**src/rtl/cvg_round_pkg.sv**
```systemverilog
package cvg_round_pkg;

  // Increment decision for nearest rounding with even-tie resolution.
  // guard  : first bit below the kept LSB
  // sticky : OR of every bit below the guard bit
  // lsb    : kept LSB
  function automatic logic round_up(input logic guard, input logic sticky, input logic lsb);
    return guard & (sticky | lsb);
  endfunction

endpackage

```
**src/rtl/cvg_rst_sync.sv**
```systemverilog
module cvg_rst_sync (
  input  logic clk,
  input  logic rst_n,
  output logic rst_q_n
);
  logic [1:0] stage_q;

  always_ff @(posedge clk or negedge rst_n) begin
    if (!rst_n) stage_q <= 2'b00;
    else        stage_q <= {stage_q[0], 1'b1};
  end

  assign rst_q_n = stage_q[1];
endmodule

```
**src/rtl/cvg_round_decide.sv**
```systemverilog
module cvg_round_decide #(
  parameter int IN_W = 32,
  parameter int DROP = 8,
  localparam int KEEP_W = IN_W - DROP
) (
  input  logic [IN_W-1:0]   word_i,
  output logic [KEEP_W:0]   sum_o
);
  import cvg_round_pkg::*;

  logic [KEEP_W-1:0] kept;
  logic              inc;

  assign kept = word_i[IN_W-1:DROP];

  generate
    if (DROP == 0) begin : g_none
      assign inc = 1'b0;
    end else if (DROP == 1) begin : g_guard_only
      assign inc = round_up(word_i[0], 1'b0, word_i[1]);
    end else begin : g_full
      logic sticky;
      assign sticky = |word_i[DROP-2:0];
      assign inc    = round_up(word_i[DROP-1], sticky, word_i[DROP]);
    end
  endgenerate

  // One guard bit on top so the increment never wraps.
  assign sum_o = {kept[KEEP_W-1], kept} + {{KEEP_W{1'b0}}, inc};
endmodule

```
**src/rtl/cvg_round_clip.sv**
```systemverilog
module cvg_round_clip #(
  parameter int SUM_W = 25,
  parameter int OUT_W = 16
) (
  input  logic [SUM_W-1:0] sum_i,
  output logic [OUT_W-1:0] data_o
);
  generate
    if (SUM_W >= OUT_W) begin : g_clamp
      logic [SUM_W-OUT_W:0] top;
      logic                 fits;
      assign top  = sum_i[SUM_W-1:OUT_W-1];
      assign fits = (&top) | ~(|top);
      always_comb begin
        if (fits)                  data_o = sum_i[OUT_W-1:0];
        else if (sum_i[SUM_W-1])   data_o = {1'b1, {(OUT_W-1){1'b0}}};
        else                       data_o = {1'b0, {(OUT_W-1){1'b1}}};
      end
    end else begin : g_extend
      assign data_o = {{(OUT_W-SUM_W){sum_i[SUM_W-1]}}, sum_i};
    end
  endgenerate
endmodule

```
**src/rtl/cvg_round16.sv**
```systemverilog
module cvg_round16 #(
  parameter int IN_W  = 32,
  parameter int DROP  = 8,
  parameter int OUT_W = 16
) (
  input  logic             clk,
  input  logic             rst_n,
  input  logic             in_vld,
  input  logic [IN_W-1:0]  in_data,
  output logic             out_vld,
  output logic [OUT_W-1:0] out_data
);
  localparam int KEEP_W = IN_W - DROP;
  localparam int SUM_W  = KEEP_W + 1;

  logic             rst_q_n;
  logic [SUM_W-1:0] sum;
  logic [OUT_W-1:0] clipped;
  logic             vld_d, vld_q;
  logic [OUT_W-1:0] data_d, data_q;

  cvg_rst_sync u_rst (
    .clk     (clk),
    .rst_n   (rst_n),
    .rst_q_n (rst_q_n)
  );

  cvg_round_decide #(.IN_W(IN_W), .DROP(DROP)) u_dec (
    .word_i (in_data),
    .sum_o  (sum)
  );

  cvg_round_clip #(.SUM_W(SUM_W), .OUT_W(OUT_W)) u_clip (
    .sum_i  (sum),
    .data_o (clipped)
  );

  always_comb begin
    vld_d  = in_vld;
    data_d = data_q;
    if (in_vld) data_d = clipped;
  end

  always_ff @(posedge clk or negedge rst_q_n) begin
    if (!rst_q_n) begin
      vld_q  <= 1'b0;
      data_q <= '0;
    end else begin
      vld_q  <= vld_d;
      data_q <= data_d;
    end
  end

  assign out_vld  = vld_q;
  assign out_data = data_q;
endmodule

```
**config.mk**
```make
export PLATFORM = sky130hd
export DESIGN_NAME = cvg_round16
export DESIGN_NICKNAME = d
export VERILOG_FILES = /design/src/rtl/cvg_round_pkg.sv /design/src/rtl/cvg_rst_sync.sv /design/src/rtl/cvg_round_decide.sv /design/src/rtl/cvg_round_clip.sv /design/src/rtl/cvg_round16.sv
export SDC_FILE = /design/constraint.sdc
export NUM_CORES = 1
export LEC_CHECK = 0
export ABC_AREA = 1
export BUFFER_PORTS_ARGS = -buffer_cell sky130_fd_sc_hd__buf_2
export CAP_MARGIN = 10
export CELL_PAD_IN_SITES_DETAIL_PLACEMENT = 0
export CELL_PAD_IN_SITES_GLOBAL_PLACEMENT = 1
export CORE_ASPECT_RATIO = 1.75
export CORE_UTILIZATION = 34
export CTS_CLUSTER_SIZE = 25
export DETAILED_ROUTE_END_ITERATION = 10
export PLACE_DENSITY_LB_ADDON = 0.1
export SYNTH_ARGS = -nofsm -noshare
export SYNTH_HDL_FRONTEND = slang
export SYNTH_SLANG_ARGS = --single-unit
```
**constraint.sdc**
```tcl
create_clock -name clk -period 0.8 [get_ports clk]
set_input_delay 0 -clock clk [delete_from_list [all_inputs] [get_ports clk]]
set_output_delay 0 -clock clk [all_outputs]
set_load 0.1 [all_outputs]
```
# Yosys cells after proc, flatten, opt, wreduce, memory -nomap -nowiden

Index checks and enable logic that the tools add are counted.

Bits in registers: 19
Input port bits: 35
Output and inout port bits: 17

Add/sub/neg operators: 1
Muxes and demuxes: 2
Bitwise logic cells: 4
Reduce and logical (&&, ||, !) cells: 3

Operators by type and width:

| cell                   | number |
|---|---|
| two-way mux 16 bit     | 2 |
| adder 24 x 2 -> 25 bit | 1 |
| AND reduction 10 bit   | 1 |
| OR reduction 10 bit    | 1 |
| OR reduction 7 bit     | 1 |
| bitwise OR 1 bit       | 2 |
| AND 1 bit              | 1 |
| inverter 1 bit         | 1 |

# Longest topological paths before layout

Depth after elaboration: 8
Depth in mapped cells: 19

# Modules after synthesis

From an unflattened synthesis, not the netlist that was laid out.

Cells, all modules: 259
Area total of the unflattened synthesis: 1,672.9 um2

By module, submodules not included:

| module           | instances | cells an instance | area each (um2) | sequential area each (um2) |
|---|---|---|---|---|
| cvg_round_decide | 1         | 134               | 721.9           | 0.0 |
| cvg_round16      | 1         | 69                | 669.4           | 425.4 |
| cvg_round_clip   | 1         | 53                | 227.7           | 0.0 |
| cvg_rst_sync     | 1         | 3                 | 53.8            | 50.0 |

# Least setup slack after synthesis

Ideal clock, no wire load.

Path type: input to register
Start point: input port in_data[8]
End point: register data_q[9], in the netlist out_data[9]
Library setup time: 0.120 ns
Arrival time: 1.574 ns
Required time: 0.680 ns
Setup slack: -0.894 ns
Stages: 17
Path buffers: 1
Cell sequence: nand2_2 inv_1 ha_1 inv_1 nor2_4 nand2_4 nor2_2 nor2_1 nor2_1 nand2_1 nor2_4 nand3_4 nand3_4 buf_12 nand2_1 nand2_1 nand2_1

Longest elaborated chain between the ends: 7
Elaborated cells between the ends (all ways): 9
Classes of those cells: add/sub: 1; mux: 2; bitwise: 4; reduce/logical: 2

RTL lines:

| what                     | line                   | RTL |
|---|---|---|
| start: declaration       | cvg_round16.sv:9       | `input logic [IN_W-1:0] in_data,` |
| bitwise OR 1 bit         | cvg_round_pkg.sv:8     | `return guard & (sticky \| lsb);` |
| AND 1 bit                | cvg_round_pkg.sv:8     |  |
| adder 24 x 2 -> 25 bit * | cvg_round_decide.sv:29 | `assign sum_o = {kept[KEEP_W-1], kept} + {{KEEP_W{1'b0}}, inc};` |
| OR reduction 10 bit      | cvg_round_clip.sv:13   | `assign fits = (&top) \| ~(\|top);` |
| inverter 1 bit           | cvg_round_clip.sv:13   |  |
| bitwise OR 1 bit         | cvg_round_clip.sv:13   |  |
| two-way mux 16 bit *     | cvg_round_clip.sv:15   | `if (fits) data_o = sum_i[OUT_W-1:0];` |
| end signal: assignment   | cvg_round16.sv:50      | `data_q <= data_d;` |
| end: declaration         | cvg_round16.sv:20      | `logic [OUT_W-1:0] data_d, data_q;` |

Every way passes the cells marked *; elsewhere a longest branch is shown, timed or not.
A chain may end at the register's enable or synchronous reset.

# Final worst setup path

Ends and elaborated chain as after synthesis.

==> impl_results.html <==
<table>
<tr><th>Metric</th><th>Value</th></tr>
<tr><th colspan="2">Routing</th></tr>
<tr><td>Post-route DRC</td><td>0</td></tr>
<tr><td>Via count</td><td>2000</td></tr>
<tr><td>Drt total wl</td><td>5320 microns</td></tr>
<tr><td>First-pass iteration count of the detailed router</td><td>4</td></tr>
<tr><td>Wire length per cell</td><td>11.5 microns</td></tr>
<tr><td>Number of vias per cell</td><td>4.34</td></tr>
<tr><td>First DRT Iteration DRCs</td><td>77</td></tr>
<tr><td>Post-detailed-route count of antenna-violating nets</td><td>0</td></tr>
<tr><th colspan="2">Logic synthesis</th></tr>
<tr><td>Register bit total from synthesis</td><td>19</td></tr>
<tr><td>Mux cell area share after synthesis</td><td>0</td></tr>
<tr><td>Largest family of logic cells by synthesized area</td><td>simple AND/OR/NAND/NOR gates</td></tr>
<tr><td>Post-Synthesis Net Count</td><td>323</td></tr>
<tr><td>Total of warnings raised by yosys</td><td>0</td></tr>
<tr><td>Compound-cell area share of the yosys netlist</td><td>0.0252</td></tr>
<tr><td>Netlist area before placement</td><td>1990 sq um</td></tr>
<tr><td>Library cells used by synthesis</td><td>29</td></tr>
<tr><td>Simple-gate share of the synthesized area</td><td>0.585</td></tr>
<tr><td>Synth Area in XOR/XNOR</td><td>0.0573</td></tr>
<tr><td>Synthesized area per cell</td><td>6.93 sq um</td></tr>
<tr><td>Portion of the post-synthesis area used by sequential elements</td><td>0.239</td></tr>
<tr><td>Post-synthesis share of cell area spent on full adders, half adders and majority gates</td><td>0.00629</td></tr>
<tr><td>Number of instances in the synthesized netlist</td><td>287</td></tr>
<tr><th colspan="2">Clock network</th></tr>
<tr><td>CTS Root Cell</td><td>clkbuf_8</td></tr>
<tr><td>Deepest level of the CTS H-tree</td><td>1</td></tr>
<tr><td>Skew-Pair Late Insertion Delay</td><td>250 ps</td></tr>
<tr><td>Clock input transition at the sequential cells of the worst setup and hold paths</td><td>70 ps</td></tr>
<tr><td>Clock net sink count</td><td>19</td></tr>
<tr><td>Number of buffers added by the clock tree synthesis step</td><td>3</td></tr>
<tr><td>Maximum clock path buffer count</td><td>2</td></tr>
<tr><td>CTS tree</td><td>done</td></tr>
<tr><th colspan="2">Pwr</th></tr>
<tr><td>Internal power of the cells</td><td>2.03 mW</td></tr>
<tr><td>Net switching fraction of the power</td><td>0.406</td></tr>
<tr><td>Net load switching power</td><td>1.39 mW</td></tr>
<tr><td>Clock share of power</td><td>0.186</td></tr>
<tr><td>Maximum resistive drop on vdd</td><td>0.598 mV</td></tr>
<tr><td>P per Cell Area</td><td>1100 nW/um^2</td></tr>
<tr><td>Sequential Power Share</td><td>0.333</td></tr>
<tr><td>Pleak</td><td>1.50 nW</td></tr>
<tr><td>Final total power</td><td>3.43 mW</td></tr>
<tr><td>Combinational share of power</td><td>0.481</td></tr>
<tr><th colspan="2">Setup path</th></tr>
<tr><td>Worst endpoint required time</td><td>940 ps</td></tr>
<tr><td>Worst flop-to-flop path endpoint</td><td>out_data[2]$_DFFE_PN0P_</td></tr>
<tr><td>CP Launch Type</td><td>input pin</td></tr>
<tr><td>CP delay by family, top</td><td>simple AND/OR/NAND/NOR gates</td></tr>
<tr><td>Ordered cell list for the critical path</td><td>buf_8 -&gt; nand2_8 -&gt; inv_6 -&gt; ha_4 -&gt; inv_2 -&gt; nor2_4 -&gt; nand2_4 -&gt; buf_4 -&gt; nor3_1 -&gt; nor2_1 -&gt; nand2_1 -&gt; nor2_4 -&gt; nand3_4 -&gt; nand2_4 -&gt; nand2_2 -&gt; nand2_1 -&gt; nand2_1 -&gt; nand2_1</td></tr>
<tr><td>Nature of the critical path endpoint</td><td>flip-flop</td></tr>
<tr><td>Worst r2r path cells</td><td>3</td></tr>
<tr><td>Launching point of the worst reg2reg path</td><td>out_data[2]$_DFFE_PN0P_</td></tr>
<tr><td>Flop-to-flop setup slack</td><td>40 ps</td></tr>
<tr><td>WP data arrival</td><td>1650 ps</td></tr>
<tr><td>Largest fanout on the critical path</td><td>7</td></tr>
<tr><td>Slowest library cell on the worst path</td><td>nor3_1</td></tr>
<tr><td>Maximum single-stage delay on the critical path</td><td>160 ps</td></tr>
<tr><td>Most Frequent Cell on Critical Path</td><td>nand2_1</td></tr>
<tr><td>Critical Setup Path Class</td><td>in -&gt; reg</td></tr>
<tr><td>Number of buffers and inverters on the critical path</td><td>4</td></tr>
<tr><th colspan="2">Floorplanning</th></tr>
<tr><td>CORE AREA</td><td>5590 sq um</td></tr>
<tr><td>Die ar.</td><td>6170 sq um</td></tr>
<tr><td>Horiz. Die Dim</td><td>59.8 microns</td></tr>
<tr><td>Starting density of the core</td><td>0.356</td></tr>
<tr><td>Number of placement rows</td><td>36</td></tr>
<tr><td>Boundary pin count</td><td>52</td></tr>
<tr><td>Height of the die</td><td>103 microns</td></tr>
<tr><th colspan="2">Placed design</th></tr>
<tr><td>Gpl congestion</td><td>0.853</td></tr>
<tr><td>Placed standard-cell area</td><td>2880 sq um</td></tr>
<tr><td>Count of buffers inserted at the top-level ports</td><td>51</td></tr>
<tr><td>Placed wire-length estimate after detailed placement</td><td>4530 microns</td></tr>
<tr><td>Worst setup slack after placement</td><td>-1040 ps</td></tr>
<tr><th colspan="2">STA</th></tr>
<tr><td>Worst Slack Setup Final</td><td>-712 ps</td></tr>
<tr><td>Final hold violation count</td><td>0</td></tr>
<tr><td>Maximum frequency from static timing analysis</td><td>662 MHz</td></tr>
<tr><td>Setup violations, final</td><td>33</td></tr>
<tr><td>Skew final</td><td>2.47 ps</td></tr>
<tr><td>Unrepaired setup endpoints after global routing</td><td>yes</td></tr>
<tr><td>Final worst path period need</td><td>1510 ps</td></tr>
<tr><td>Pins Over Slew Limit</td><td>0</td></tr>
<tr><td>Ratio of final minimum period to clock period</td><td>1.89</td></tr>
<tr><th colspan="2">Global route</th></tr>
<tr><td>Vias in the first global route</td><td>2028</td></tr>
<tr><td>Maximum number of pins on one net before global-route repair</td><td>18</td></tr>
<tr><td>First-pass GRT wire length</td><td>8970 microns</td></tr>
<tr><td>Global routing usage summed across all routing layers</td><td>0.193</td></tr>
<tr><td>Number of antenna violations at the first check in global routing</td><td>0</td></tr>
<tr><td>Sum of overflow across all layers after global routing</td><td>0</td></tr>
<tr><th colspan="2">Final layout</th></tr>
<tr><td>Proportion of layout cells with a drive suffix above 1</td><td>0.538</td></tr>
<tr><td>Design Area, Final</td><td>3100 sq um</td></tr>
<tr><td>Net count of the finished layout</td><td>422</td></tr>
<tr><td>Share of the core filled with cells in the final layout</td><td>0.555</td></tr>
<tr><td>Antenna Cells</td><td>0</td></tr>
<tr><td>Area growth, synth to finish</td><td>56.0%</td></tr>
<tr><th colspan="2">Status</th></tr>
<tr><td>Run status</td><td>complete, but fails checks</td></tr>
<tr><td>Violated checks</td><td>setup timing</td></tr>
<tr><th colspan="2">Job</th></tr>
<tr><td>Max_cap viols</td><td>0</td></tr>
<tr><th colspan="2">Worst hold path</th></tr>
<tr><td>Hold Crit Class</td><td>in -&gt; async</td></tr>
</table>
## registers in the layout, summed over array words and instances, names as in the netlist
name           flops
out_data          16
out_vld            1
u_rst.stage_q      2
## worst max-delay path by stage
stage,startpoint,to,slack [ps],depth (start not counted)
final,in_data[8],out_data[9]$_DFFE_PN0P_,-710,18
after global routing,in_data[21],out_data[9]$_DFFE_PN0P_,-840,15
after CTS,in_data[8],out_data[10]$_DFFE_PN0P_,-710,17
after detailed placement,in_data[8],out_data[1]$_DFFE_PN0P_,-1040,18
after global placement,in_data[8],out_data[1]$_DFFE_PN0P_,-1010,18
after floorplan,in_data[8],out_data[9]$_DFFE_PN0P_,-710,19
## layout make-up
cell class / count / area [sq um]
Fill cell: 589 / 2480
Clock buffer: 4 / 45.0
Timing Repair Buffer: 97 / 895
Multi-Input combinational cell: 241 / 1470
Sequential cell: 19 / 499
Inverter: 24 / 95.1
Tap cell: 76 / 95.1
## cells in the mapped netlist, drive strengths merged
| library cell | n | area share |
|---|---|---|
| nor4 | 1 | 0.0031 |
| ha | 1 | 0.0063 |
| nor3 | 3 | 0.0075 |
| conb | 1 | 0.0019 |
| nand2 | 148 | 0.33 |
| buf | 3 | 0.026 |
| clkbuf | 2 | 0.014 |
| o21bai | 1 | 0.0038 |
| clkinv | 1 | 0.0019 |
| inv | 23 | 0.043 |
| nor2 | 45 | 0.16 |
| nand4 | 1 | 0.0031 |
| dfrtp | 19 | 0.24 |
| o21ai | 6 | 0.019 |
| nand3 | 17 | 0.078 |
| xnor2 | 6 | 0.026 |
| xor2 | 7 | 0.031 |
| and2 | 1 | 0.0031 |
| a21oi | 1 | 0.0025 |
## cell families after synthesis
family	count (synthesis)
compound gates	8
xor+xnor	13
fa+ha+maj	1
buf+inv	29
flops	19
other cells	1
simple gates	216
## metal layers
layer | global-route usage | up-vias | part of all wire | wire, microns
met5 | 0 | - | 0 | 0
met1 | 0.176 | 894 | 0.35 | 1850
met4 | 0.0680 | 0 | 0.015 | 80
li1 | - | 1071 | - | -
met2 | 0.414 | 28 | 0.62 | 3300
met3 | 0.0100 | 7 | 0.016 | 86
## cell usage in the layout (no fill, tap or decap), types with 3 or more instances in the layout
cell,synthesis,layout
nand2_1,116,106
buf_4,0,43
nand2_2,27,36
buf_2,0,32
inv_1,20,18
buf_12,2,18
nor2_1,24,16
dfrtp_2,0,16
nor2_4,13,15
nor2_2,6,12
nand3_1,9,7
xor2_1,7,7
nand3_2,4,6
xnor2_1,6,6
nand2_4,5,5
nand3_4,4,5
inv_2,3,4
nor3_1,3,3
o21ai_0,4,3
clkbuf_8,2,3
## power groups by stage
stage	clock network, mW	registers [mW]	logic [mW]
final	0.637	1.14	1.65
after global routing	0.700	1.15	1.75
after CTS	0.667	1.14	1.65
after detailed placement	0	1.16	1.61
after global placement	0	1.16	1.60
after floorplan	0	1.68	0.404
## what timing repair did
item,in CTS,in global routing
gates resized for setup,15,14
hold buffers,1,0
buffers inserted,4,2
hold endpoints to repair,2,0
pin swaps,6,6
gates cloned,2,0
endpoints found under the setup margin,33,33
## through the flow
step / TNS (ps) / hold WS (ps) / instances
floorplan: -10240 / -296 / 287
global placement: -15200 / -215 / 448
detailed placement: -15630 / -211 / 448
CTS: -11350 / 50.6 / 459
global route: -13340 / 77.1 / 461
finish: -11180 / 65.8 / 461
No activity file was read; power rests on OpenSTA's default activity.
